<file path="config.mk">
export PLATFORM = sky130hd
export DESIGN_NAME = sleep_gate_ctrl
export DESIGN_NICKNAME = d
export VERILOG_FILES = /design/src/rtl/sgc_pkg.sv /design/src/rtl/sgc_regs.sv /design/src/rtl/sgc_fsm.sv /design/src/rtl/sgc_gate.sv /design/src/rtl/sleep_gate_ctrl.sv
export SDC_FILE = /design/constraint.sdc
export NUM_CORES = 1
export LEC_CHECK = 0
export BUFFER_PORTS_ARGS = -buffer_cell sky130_fd_sc_hd__buf_2
export CORE_AREA = 3 3 142 144
export DETAILED_ROUTE_END_ITERATION = 8
export DIE_AREA = 0 0 145 147
export PLACE_DENSITY = 0.81
export SLEW_MARGIN = 20
export SYNTH_ARGS = -nofsm -noshare
export SYNTH_HDL_FRONTEND = slang
export SYNTH_SLANG_ARGS = --single-unit
</file>
<file path="constraint.sdc">
create_clock -name clk -period 1.73 [get_ports clk]
set_input_delay 0.0865 -clock clk [delete_from_list [all_inputs] [get_ports clk]]
set_output_delay 0.0865 -clock clk [all_outputs]
set_load 0.005 [all_outputs]
</file>
<file path="src/rtl/sgc_pkg.sv">
// Shared types and address constants for the sleep gating controller.
package sgc_pkg;
    typedef enum logic [1:0] {
        ST_RUN   = 2'd0,
        ST_WAIT  = 2'd1,
        ST_LIGHT = 2'd2,
        ST_HEAVY = 2'd3
    } sgc_state_e;

    localparam int CTRL_OFS   = 'h00;
    localparam int EN_BASE    = 'h30;
    localparam int EN_STRIDE  = 4;
    localparam int HEAVY_BIT  = 0;
    localparam int ALL_BIT    = 3;
    localparam int NOLOCK_BIT = 8;
endpackage

</file>
<file path="src/rtl/sgc_regs.sv">
// Register file: control bits and per-group sleep-enable masks.
// Assumes word-aligned addresses; unmatched addresses are ignored.
module sgc_regs
    import sgc_pkg::*;
#(
    parameter int NUM_GROUPS = 5,
    parameter int GROUP_W    = 32,
    parameter int ADDR_W     = 8
) (
    input  logic                          clk,
    input  logic                          rst_n,
    input  logic                          wr_en,
    input  logic [ADDR_W-1:0]             wr_addr,
    input  logic [GROUP_W-1:0]            wr_data,
    output logic                          heavy_sel,
    output logic                          sleep_all,
    output logic                          nolock_ok,
    output logic [NUM_GROUPS*GROUP_W-1:0] sleep_en
);
    localparam logic [ADDR_W-1:0] CTRL_A = ADDR_W'(CTRL_OFS);

    // Control register: only the three defined bits are stored.
    always_ff @(posedge clk) begin
        if (!rst_n) begin
            heavy_sel <= 1'b0;
            sleep_all <= 1'b0;
            nolock_ok <= 1'b0;
        end else if (wr_en && wr_addr == CTRL_A) begin
            heavy_sel <= wr_data[HEAVY_BIT];
            sleep_all <= wr_data[ALL_BIT];
            nolock_ok <= wr_data[NOLOCK_BIT];
        end
    end

    for (genvar g = 0; g < NUM_GROUPS; g++) begin : g_en
        localparam logic [ADDR_W-1:0] GA = ADDR_W'(EN_BASE + EN_STRIDE * g);
        logic [GROUP_W-1:0] en_q;
        // Sleep-enable group g, cleared on reset.
        always_ff @(posedge clk) begin
            if (!rst_n)
                en_q <= '0;
            else if (wr_en && wr_addr == GA)
                en_q <= wr_data;
        end
        assign sleep_en[g*GROUP_W +: GROUP_W] = en_q;
    end
endmodule

</file>
<file path="src/rtl/sgc_fsm.sv">
// System sleep sequencer: RUN -> WAIT -> LIGHT/HEAVY, back to RUN on wake.
// Assumes any_req is the OR of every live clock-required flag.
module sgc_fsm
    import sgc_pkg::*;
(
    input  logic clk,
    input  logic rst_n,
    input  logic cpu_sleep_req,
    input  logic sleep_all,
    input  logic heavy_sel,
    input  logic nolock_ok,
    input  logic pll_locked,
    input  logic any_req,
    output logic light_sleep,
    output logic heavy_sleep
);
    sgc_state_e state_q, state_d;
    logic       lock_ok;

    // PLL condition: lock always suffices; bit 8 waives it for heavy only.
    always_comb lock_ok = pll_locked || (heavy_sel && nolock_ok);

    // Next-state decision.
    always_comb begin
        state_d = state_q;
        if (!cpu_sleep_req) begin
            state_d = ST_RUN;
        end else begin
            unique case (state_q)
                ST_RUN:   if (sleep_all) state_d = ST_WAIT;
                ST_WAIT:  if (!any_req && lock_ok)
                              state_d = heavy_sel ? ST_HEAVY : ST_LIGHT;
                default:  state_d = state_q;
            endcase
        end
    end

    // State register.
    always_ff @(posedge clk) begin
        if (!rst_n) state_q <= ST_RUN;
        else        state_q <= state_d;
    end

    assign light_sleep = (state_q == ST_LIGHT);
    assign heavy_sleep = (state_q == ST_HEAVY);
endmodule

</file>
<file path="src/rtl/sgc_gate.sv">
// Per-peripheral enable: off only when sleep is asked and no clock request.
// Assumes force_all is high in a system sleep state.
module sgc_gate #(
    parameter int NUM_GROUPS = 5,
    parameter int GROUP_W    = 32
) (
    input  logic [NUM_GROUPS*GROUP_W-1:0] sleep_en,
    input  logic [NUM_GROUPS*GROUP_W-1:0] clk_req,
    input  logic                          force_all,
    output logic [NUM_GROUPS*GROUP_W-1:0] clk_en
);
    for (genvar g = 0; g < NUM_GROUPS; g++) begin : g_grp
        logic [GROUP_W-1:0] want_off;
        // Effective sleep request for this group.
        always_comb want_off = sleep_en[g*GROUP_W +: GROUP_W] | {GROUP_W{force_all}};
        assign clk_en[g*GROUP_W +: GROUP_W] = ~(want_off & ~clk_req[g*GROUP_W +: GROUP_W]);
    end
endmodule

</file>
<file path="src/rtl/sleep_gate_ctrl.sv">
// Top: peripheral clock gating and system sleep entry sequencing.
// Assumes clk_req flags are synchronous to clk.
module sleep_gate_ctrl #(
    parameter int NUM_GROUPS = 5,
    parameter int GROUP_W    = 32,
    parameter int ADDR_W     = 8
) (
    input  logic                          clk,
    input  logic                          rst_n,
    input  logic                          wr_en,
    input  logic [ADDR_W-1:0]             wr_addr,
    input  logic [GROUP_W-1:0]            wr_data,
    input  logic                          cpu_sleep_req,
    input  logic                          pll_locked,
    input  logic [NUM_GROUPS*GROUP_W-1:0] clk_req,
    output logic [NUM_GROUPS*GROUP_W-1:0] clk_en,
    output logic                          light_sleep,
    output logic                          heavy_sleep
);
    localparam int NUM_PERIPH = NUM_GROUPS * GROUP_W;

    logic                  ctl_heavy, ctl_all, ctl_nolock;
    logic [NUM_PERIPH-1:0] sleep_en;
    logic                  any_req;

    // Any peripheral still wanting its clock blocks system sleep.
    always_comb any_req = |clk_req;

    sgc_regs #(.NUM_GROUPS(NUM_GROUPS), .GROUP_W(GROUP_W), .ADDR_W(ADDR_W)) u_regs (
        .clk(clk), .rst_n(rst_n), .wr_en(wr_en), .wr_addr(wr_addr), .wr_data(wr_data),
        .heavy_sel(ctl_heavy), .sleep_all(ctl_all), .nolock_ok(ctl_nolock),
        .sleep_en(sleep_en)
    );

    sgc_fsm u_fsm (
        .clk(clk), .rst_n(rst_n), .cpu_sleep_req(cpu_sleep_req),
        .sleep_all(ctl_all), .heavy_sel(ctl_heavy), .nolock_ok(ctl_nolock),
        .pll_locked(pll_locked), .any_req(any_req),
        .light_sleep(light_sleep), .heavy_sleep(heavy_sleep)
    );

    sgc_gate #(.NUM_GROUPS(NUM_GROUPS), .GROUP_W(GROUP_W)) u_gate (
        .sleep_en(sleep_en), .clk_req(clk_req),
        .force_all(light_sleep | heavy_sleep), .clk_en(clk_en)
    );
endmodule

</file>
==> impl_metrics.toml <==
[outcome]
status = "completed"

[timing]
relSlewSlack_pct = 55.0
rsz0062_at_grt = "true"
worstMarginPinSlew_ns = 0.669
timing.fmax_mhz = 584
fin_ws_ns = 0.0180
whs_ns = 0.0149
period_needed_ns = 1.71
skew_ns = 0.00171
slew_viol_final = 0
finalHoldViolations = 0
setup_viol = 0
fin_crit_sh_pct = 99.0

[power_and_ir_drop]
pwr-share-clk_pct = 45.2
irDropWorstVdd_v = 0.000632
pwr_density_cell_nw_per_um2 = 734
pwr-share-comb_pct = 8.7
p_leak_nw = 4.66
seqPwrFrac_pct = 46.0
power_switching_mw = 2.03
p_sw_share_pct = 24.6
p_int_mw = 6.23
power_mw = 8.26

[clock_network]
clock-root-buffer = "clkbuf_16"
cts_max_level = 4
cts_sinks = 165
clk_pin_slew_ns = 0.07
cts_tree = "yes"
cts_buffers = 17
cts_setup_buffers = 0
worstSkewPairLatency_ns = 0.41
clockBufferDepth = 2

[placement]
dp_hpwl_um = 24600
portBuffers = 366
placed_area_sq_um = 10400
gp_congestion = 0.878
dp_slack_ns = -0.394

[worst_setup_path]
worst_path_largest_cell_delay_ns = 0.40
critPathArrivalTime_ns = 2.02
cp-end-kind = "flip-flop"
path_class = "reg -> reg"
critPathLaunchType = "flip-flop"
cp.required_ns = 2.04
crit_chain = "nor4_4 > nand4_1 > nor4_2 > nand3_1 > o21a_1"
worst_path_max_delay_cell = "dfxtp_4"
path_max_fanout = 4

[final_layout]
layout-drive-gt1-share_pct = 38.0
syn_to_final_growth_pct = 38.7
final_nets = 1551
stdcell_area_sq_um = 11300
final_cell_mix = "buf_2 (365), nand2_1 (325), dfxtp_1 (163)"
fill_cells = 1674
final_common_cell = "buf_2"

[yosys]
yosysTopAreaCell = "dfxtp_1"
syn_area_per_cell_sq_um = 8.43
async_reset_ff_share_pct = 0
synthesis.area_sq_um = 8110
ys_seq_area_share_pct = 40.7
ys.flop_type = "dfxtp_1"
synth_edf_count = 0
post_synth_num_cell_types = 32
yosys_warnings = 0
synth.ff_latch_count = 165
syn-instance-count = 962
synth_area_leaders = "dfxtp_1 (41%), nand2_1 (15%), o21bai_1 (15%)"
syn-num-nets = 1167
netlist.area_leader.share_pct = 40.7

[drt]
drtAntennaViolNets = 0
vias_per_cell = 5.34
wirelength_um = 32500
drc = 0
vias = 8653
wl_per_cell_um = 20.0
firstDrtPassIters = 6
drt_iter0_drc = 579

[flow_run]
cap_violations = 0

[grt]
grt_pass1_wl_um = 48500
grt-ovfl-total = 0
grt_max_degree = 87
grtUsageTotal_pct = 29.2
grt_pass1_vias = 8458
antenna_found_initial = 1

[floorplan]
dieHeight_um = 147
start_util_pct = 43.1
placementRows = 50
die_area_sq_um = 21300
pin_count = 367
core_area_sq_um = 18800
die_w_um = 145

[min_path]
hold_class = "in -> reg"
path summary, 6_finish.rpt:
check | startpoint | end | slack, ns | cells after the start
worst min register to register | u_regs.g_en[4].en_q[18]$_SDFFE_PN0P_ | u_regs.g_en[4].en_q[18]$_SDFFE_PN0P_ | 0.45 | 2
worst max register to register | u_fsm.state_q[1]$_SDFFE_PN0P_ | u_fsm.state_q[0]$_SDFFE_PN0P_ | 0.02 | 5
worst max-delay path | u_fsm.state_q[1]$_SDFFE_PN0P_ | u_fsm.state_q[0]$_SDFFE_PN0P_ | 0.02 | 5
worst min-delay path | wr_data[3] | u_regs.g_en[1].en_q[3]$_SDFFE_PN0P_ | 0.01 | 3
cells by family after synthesis:
kind of cell    Yosys count  share of synthesized area [%]
mux                       2                          0.247
simple gates            400                           21.6
buf+inv                  69                           4.63
compound gates          326                           32.8
flops                   165                           40.7
registers in the layout, indices dropped and copies added, names as in the netlist:
register / cells
u_regs.nolock_ok: 1
u_regs.heavy_sel: 1
u_fsm.state_q: 2
u_regs.g_en.en_q: 160
u_regs.sleep_all: 1
power by group through the flow:
stage	Clock, mW	Combinational, mW	Sequential [mW]
CTS	3.77	0.708	3.80
global route	3.97	0.758	3.80
floorplan	0	0.197	3.89
finish	3.74	0.721	3.80
detailed placement	0	0.661	3.89
global placement	0	0.657	3.89
Yosys cell counts, types with 2 or more instances:
master,count
nor2b_1,2
a21boi_2,60
buf_12,3
o21bai_1,160
a21oi_1,3
nor2_1,5
nor3b_4,2
nand2_1,325
nor4_1,42
nand4_1,10
a21boi_1,46
nand3b_1,2
a21boi_0,55
dfxtp_1,165
buf_6,7
mux2i_1,2
inv_1,2
buf_4,3
buf_2,3
nand3_1,3
clkbuf_1,51
metrics by stage:
stage	utilization, %	std cells	TNS [ns]
after floorplan	-	962	0
after global placement	55.0	1565	-0.801
after detailed placement	55.0	1565	-0.733
after CTS	59.5	1619	-0.247
after global routing	59.7	1619	-0.0451
final	59.8	1620	0
layout make-up:
| cell class | instances | area [sq um] | area share (%) |
|---|---|---|---|
| clock buffers | 18 | 439 | 3.90 |
| diodes | 1 | 2.50 | 0.0222 |
| multi-input cells | 728 | 4490 | 39.9 |
| well taps | 260 | 325 | 2.89 |
| repair buffers | 432 | 2540 | 22.6 |
| clock inverters | 14 | 140 | 1.25 |
| inverters | 2 | 7.51 | 0.0667 |
| flip-flops and latches | 165 | 3310 | 29.4 |
metal layers:
metal | global-route usage, % | share of wire [%] | vias to the layer above
li1 | - | - | 4080
met1 | 37.9 | 42 | 4114
met2 | 50.0 | 48 | 404
met3 | 4.81 | 7.0 | 53
met4 | 9.50 | 2.8 | 2
met5 | 0 | 0.037 | -
critical path, delay by kind of cell, from the launching register on:
kind / cells / cell delay (ns)
flops: 1 / 0.40
compound gates: 1 / 0.19
simple gates: 4 / 1.02
timing repair:
action,in CTS,in global routing
gates resized for setup,11,7
endpoints found under the setup margin,127,84
endpoints found under the hold margin,84,0
pin swaps,4,3
hold buffers,22,0
No activity file was read; power rests on OpenSTA's default activity.
